<file path="src/rtl/bscan_pkg.sv">
package bscan_pkg;

   typedef enum logic [1:0] {
      CELL_OE  = 2'd0,
      CELL_OUT = 2'd1,
      CELL_IN  = 2'd2
   } cell_kind_e;

   // cell 0 is the enable cell, then output cells, then input cells nearest tdi
   function automatic cell_kind_e kind_of(input int idx, input int n_out);
      if (idx == 0)          return CELL_OE;
      else if (idx <= n_out) return CELL_OUT;
      else                   return CELL_IN;
   endfunction

endpackage

</file>
<file path="src/rtl/bscan_shift_stage.sv">
module bscan_shift_stage (
   input  logic clk,
   input  logic rst_n,
   input  logic clock_dr,
   input  logic shift_dr,
   input  logic scan_in,
   input  logic func_in,
   output logic q
);

   always_ff @(posedge clk or negedge rst_n) begin
      if (!rst_n)        q <= 1'b0;
      else if (clock_dr) q <= shift_dr ? scan_in : func_in;
   end

   AST_SHIFT_MOVE: assert property (@(posedge clk) disable iff (!rst_n)
      (clock_dr && shift_dr) |=> (q == $past(scan_in)));
   AST_CAPTURE_LOAD: assert property (@(posedge clk) disable iff (!rst_n)
      (clock_dr && !shift_dr) |=> (q == $past(func_in)));
   AST_SHIFT_HOLD: assert property (@(posedge clk) disable iff (!rst_n)
      !clock_dr |=> $stable(q));

endmodule

</file>
<file path="src/rtl/bscan_update_stage.sv">
module bscan_update_stage (
   input  logic clk,
   input  logic rst_n,
   input  logic update_dr,
   input  logic d,
   output logic q
);

   always_ff @(posedge clk or negedge rst_n) begin
      if (!rst_n)         q <= 1'b0;
      else if (update_dr) q <= d;
   end

   AST_UPD_LOAD: assert property (@(posedge clk) disable iff (!rst_n)
      update_dr |=> (q == $past(d)));
   AST_UPD_HOLD: assert property (@(posedge clk) disable iff (!rst_n)
      !update_dr |=> $stable(q));

endmodule

</file>
<file path="src/rtl/bscan_chain.sv">
module bscan_chain
   import bscan_pkg::*;
#(
   parameter int N_IN  = 3,
   parameter int N_OUT = 4
) (
   input  logic             clk,
   input  logic             rst_n,
   input  logic             clock_dr,
   input  logic             shift_dr,
   input  logic             update_dr,
   input  logic             mode_ctl,
   input  logic             tdi,
   output logic             tdo,
   input  logic [N_OUT-1:0] core_out,
   input  logic             core_oe,
   output logic [N_OUT-1:0] pad_out,
   output logic             pad_oe,
   input  logic [N_IN-1:0]  pad_in,
   output logic [N_IN-1:0]  core_in
);

   localparam int LEN      = N_IN + N_OUT + 1;
   localparam int IN_BASE  = N_OUT + 1;
   localparam int OUT_BASE = 1;

   if (N_IN < 1)    begin : g_chk_in   $error("N_IN must be at least 1");   end
   if (N_OUT < 1)   begin : g_chk_out  $error("N_OUT must be at least 1");  end
   if (LEN > 4096)  begin : g_chk_len  $error("chain too long");            end

   logic [LEN-1:0] func_src;
   logic [LEN-1:0] scan_src;
   logic [LEN-1:0] sh_q;
   logic [LEN-1:0] up_q;
   logic [LEN-1:0] drive;

   assign func_src = {pad_in, core_out, core_oe};
   if (LEN > 1) begin : g_scan_multi
      assign scan_src = {tdi, sh_q[LEN-1:1]};
   end else begin : g_scan_single
      assign scan_src = tdi;
   end
   assign tdo = sh_q[0];

   for (genvar i = 0; i < LEN; i++) begin : g_cell
      bscan_shift_stage u_shift (
         .clk      (clk),
         .rst_n    (rst_n),
         .clock_dr (clock_dr),
         .shift_dr (shift_dr),
         .scan_in  (scan_src[i]),
         .func_in  (func_src[i]),
         .q        (sh_q[i])
      );
      bscan_update_stage u_update (
         .clk       (clk),
         .rst_n     (rst_n),
         .update_dr (update_dr),
         .d         (sh_q[i]),
         .q         (up_q[i])
      );
      assign drive[i] = mode_ctl ? up_q[i] : func_src[i];

      if (kind_of(i, N_OUT) == CELL_OE) begin : g_oe
         assign pad_oe = drive[i];
      end else if (kind_of(i, N_OUT) == CELL_OUT) begin : g_out
         assign pad_out[i-OUT_BASE] = drive[i];
      end else begin : g_in
         assign core_in[i-IN_BASE] = drive[i];
      end
   end

   AST_PASS_THRU: assert property (@(posedge clk) disable iff (!rst_n)
      !mode_ctl |-> (pad_out == core_out && core_in == pad_in && pad_oe == core_oe));
   AST_TDO_FOLLOW: assert property (@(posedge clk) disable iff (!rst_n)
      (clock_dr && shift_dr) |=> (tdo == $past(sh_q[OUT_BASE % LEN]) || LEN == 1));
   AST_OE_SOURCE: assert property (@(posedge clk) disable iff (!rst_n)
      (mode_ctl && $stable(mode_ctl) && !$past(update_dr)) |-> $stable(pad_oe));

endmodule

</file>
<file path="config.mk">
export PLATFORM = sky130hd
export DESIGN_NAME = bscan_chain
export DESIGN_NICKNAME = d
export VERILOG_FILES = /design/src/rtl/bscan_pkg.sv /design/src/rtl/bscan_shift_stage.sv /design/src/rtl/bscan_update_stage.sv /design/src/rtl/bscan_chain.sv
export SDC_FILE = /design/constraint.sdc
export NUM_CORES = 1
export LEC_CHECK = 0
export BUFFER_PORTS_ARGS = -buffer_cell sky130_fd_sc_hd__clkbuf_2
export CAP_MARGIN = 20
export CELL_PAD_IN_SITES_DETAIL_PLACEMENT = 0
export CELL_PAD_IN_SITES_GLOBAL_PLACEMENT = 1
export CORE_MARGIN = 8
export CORE_UTILIZATION = 38
export CTS_BUF_LIST = sky130_fd_sc_hd__clkbuf_2 sky130_fd_sc_hd__clkbuf_4 sky130_fd_sc_hd__clkbuf_8
export DETAILED_ROUTE_END_ITERATION = 10
export PLACE_DENSITY_LB_ADDON = 0.1
export SYNTH_ARGS = -nofsm -noshare
export SYNTH_HDL_FRONTEND = slang
export SYNTH_SLANG_ARGS = --single-unit
</file>
<file path="constraint.sdc">
create_clock -name clk -period 0.8 [get_ports clk]
set_input_delay 0.16 -clock clk [delete_from_list [all_inputs] [get_ports clk]]
set_output_delay 0.16 -clock clk [all_outputs]
set_load 0.01 [all_outputs]
</file>
==> flow_metrics.env <==
export IMPL_synth_seq_cells=16
export IMPL_fin_worst_skew_ns=0.00255
export IMPL_cts_root_buffer="clkbuf_4"
export IMPL_fin_crit_ns=1.24
export IMPL_tightest_slew_ns=0.410
export IMPL_whs_endpoint="g_cell[7].u_shift.q$_DFFE_PN0P_"
export IMPL_rows=17
export IMPL_crit_path_cell_trace="mux2_4 -> buf_6"
export IMPL_whs_path_depth=3
export IMPL_start_util=0.391
export IMPL_power_mw=2.25
export IMPL_cts_sinks=16
export IMPL_synthFlopType="dfrtp_1"
export IMPL_routed_wl_um=1770
export IMPL_vias=583
export IMPL_synth_edff_count=0
export IMPL_leakagePower_nw=0.594
export IMPL_p_sw_frac=0.253
export IMPL_timing_final_ws_setup_ns=-0.439
export IMPL_grt_first_pass_wirelength_um=3020
export IMPL_finalMaxSlewViolations=0
export IMPL_netlist_area_leader_share=0.477
export IMPL_io_buffers=23
export IMPL_rsz0062_at_grt="yes"
export IMPL_globalplace_congestion=0.692
export IMPL_first_pass_iters=4
export IMPL_cts_buffer_depth=2
export IMPL_critPathMaxStageDelay_ns=0.41
export IMPL_worstPathArrival_ns=1.08
export IMPL_violations="setup timing"
export IMPL_netlist_instances=61
export IMPL_maxCapViolCount=0
export IMPL_yosysSeqAreaShare=0.477
export IMPL_required_ns=0.64
export IMPL_grt_usage=0.0938
export IMPL_fmax_ghz=0.807
export IMPL_clock_latency_ns=0.29
export IMPL_grt_max_degree=17
export IMPL_yosysTopAreaCell="dfrtp_1"
export IMPL_via_per_inst=4.66
export IMPL_fin_nets=113
export IMPL_antenna_found_initial=0
export IMPL_numCtsBuffers=3
export IMPL_die_h_um=63.0
export IMPL_status="complete, but fails checks"
export IMPL_intPower_mw=1.68
export IMPL_timing_rr_start="g_cell[1].u_update.q$_DFFE_PN0P_"
export IMPL_p_clk_frac=0.238
export IMPL_clk_pin_slew_worst_paths_ns=0.09
export IMPL_wl_per_cell_um=14.1
export IMPL_max_slew_margin=0.727
export IMPL_yosys_top_cells_area="dfrtp_1 (48%), mux2_4 (29%), mux2i_1 (9.5%)"
export IMPL_syn_area_um2=840
export IMPL_drtAntennaViolNets=0
export IMPL_start_kind="flip-flop"
export IMPL_final_setup_viol_count=16
export IMPL_combPwrFrac=0.313
export IMPL_die_w_um=63.0
export IMPL_dieArea_um2=3970
export IMPL_syn_area_per_cell_um2=13.8
export IMPL_drc=0
export IMPL_yosysWarnings=0
export IMPL_hp_class="input port to flip-flop"
export IMPL_initialDrtViolationCount=7
export IMPL_ioPinCount=24
export IMPL_endpoint_kind="output pin"
export IMPL_power_density_nw_per_um2=1900
export IMPL_cts_tree="built"
export IMPL_grt_pass1_vias=679
export IMPL_critPathMaxFanout=2
export IMPL_diodes=0
export IMPL_yosys_cell_types_count=7
export IMPL_r2r_end="g_cell[1].u_update.q$_DFFE_PN0P_"
export IMPL_hold_worst_slack_ns=0.180
export IMPL_synthArstFlopShare=1.00
export IMPL_grt_overflow=0
export IMPL_hold_violations=0
export IMPL_final_layout_size_suffix_gt1_frac=0.577
export IMPL_switchingPower_mw=0.569
export IMPL_h_tree_depth=1
export IMPL_reg2reg_depth=2
export IMPL_core_um2=2150
export IMPL_dp_hpwl_um=1280
export IMPL_ys_top_cells_by_count="dfrtp_1 (16), mux2_4 (16), a21oi_1 (8), mux2i_1 (8), nor2_1 (8)"
export IMPL_worst_setup_path_type="flip-flop to output pin"
export IMPL_synth_nets=76
export IMPL_pwr_share_seq=0.449
export IMPL_post_route_period_util=1.55
export IMPL_worstHoldStart="tdi"
export IMPL_reg2reg_slack_ns=-0.08
export IMPL_cpMaxStageDelayCell="dfrtp_1"
export IMPL_ir_drop_v=0.00144
export IMPL_area_delta_synth_final_pct=40.7
-- cell families (layout without fill, tap and decap cells) --
| logic type | Yosys count | after routing | share of synthesized area |
|---|---|---|---|
| AND/OR/NAND/NOR | 8 | 8 | 0.0358 |
| AO/OA/AOI/OAI | 8 | 8 | 0.0477 |
| flip-flops | 16 | 16 | 0.477 |
| multiplexers | 24 | 24 | 0.382 |
| buffers and inverters | 5 | 41 | 0.0581 |
-- registers in the layout, indices dropped and copies added (netlist names) --
register and cells:
g_cell.u_update.q 8, g_cell.u_shift.q 8
-- power by group through the flow --
stage          logic, mW  registers [mW]  clock network, mW
6_report           0.704            1.01              0.535
3_3_place_gp       0.576            1.02                  0
5_1_grt            0.755            1.03              0.595
3_5_place_dp       0.587            1.02                  0
4_1_cts            0.621            1.00              0.557
2_1_floorplan      0.354            1.00                  0
-- final cells by class --
type	count	area [um^2]
Timing Repair Buffer	37	319
Sequential cell	16	400
Clock buffer	4	36.3
Tap cell	28	35.0
Fill cell	191	967
Multi-Input combinational cell	40	390
-- placed cells by master, fill, tap and decap left out, drive strengths merged --
master	n
clkbuf	20
buf	20
mux2	16
dfrtp	16
mux2i	8
nor2	8
a21oi	8
dlygate4sd3	1
-- stage by stage --
| stage | std cells | setup TNS (ns) | instance area [um^2] | setup slack [ns] | utilization |
|---|---|---|---|---|---|
| finish | 125 | -4.13 | 1180 | -0.439 | 0.550 |
| detailed placement | 117 | -2.03 | 1050 | -0.193 | 0.490 |
| global placement | 117 | -1.88 | 1050 | -0.186 | 0.490 |
| floorplan | 61 | 0 | 840 | 0.0183 | - |
| CTS | 124 | -4.12 | 1110 | -0.445 | 0.519 |
| global route | 125 | -4.74 | 1180 | -0.485 | 0.550 |
-- critical path, delay by kind of cell (launching register included) --
family   cells  cell delay [ns]
flops        1             0.41
mux          1             0.27
buf+inv      1             0.12
-- repair_timing --
item                       in CTS  in global routing
hold endpoints to repair       16                  0
hold buffers                    1                  0
gates cloned                    0                  0
setup buffers                   5                  3
pin swaps                       1                  2
setup endpoints to repair      15                 17
gates resized for setup         0                 18
-- per-layer routing --
metal  GRT usage  routed length, um  vias to the layer above
met5           0                  0                        -
met2       0.166                846                       16
met3      0.0466                132                        2
li1            -                  -                      286
met4      0.0342                 21                        0
met1      0.0908                767                      279
-- how the worst max path moves through the flow --
| stage | start | end | slack, ns | cells past startpoint |
|---|---|---|---|---|
| after floorplan | g_cell[0].u_shift.q$_DFFE_PN0P_ | g_cell[0].u_update.q$_DFFE_PN0P_ | 0.02 | 1 |
| after global routing | g_cell[5].u_update.q$_DFFE_PN0P_ | core_in[0] | -0.49 | 2 |
| after global placement | mode_ctl | core_in[0] | -0.19 | 4 |
| after detailed placement | mode_ctl | core_in[2] | -0.19 | 4 |
| final | g_cell[4].u_update.q$_DFFE_PN0P_ | pad_out[3] | -0.44 | 2 |
| after CTS | g_cell[3].u_update.q$_DFFE_PN0P_ | pad_out[2] | -0.45 | 2 |
No activity file was read; power rests on OpenSTA's default activity.
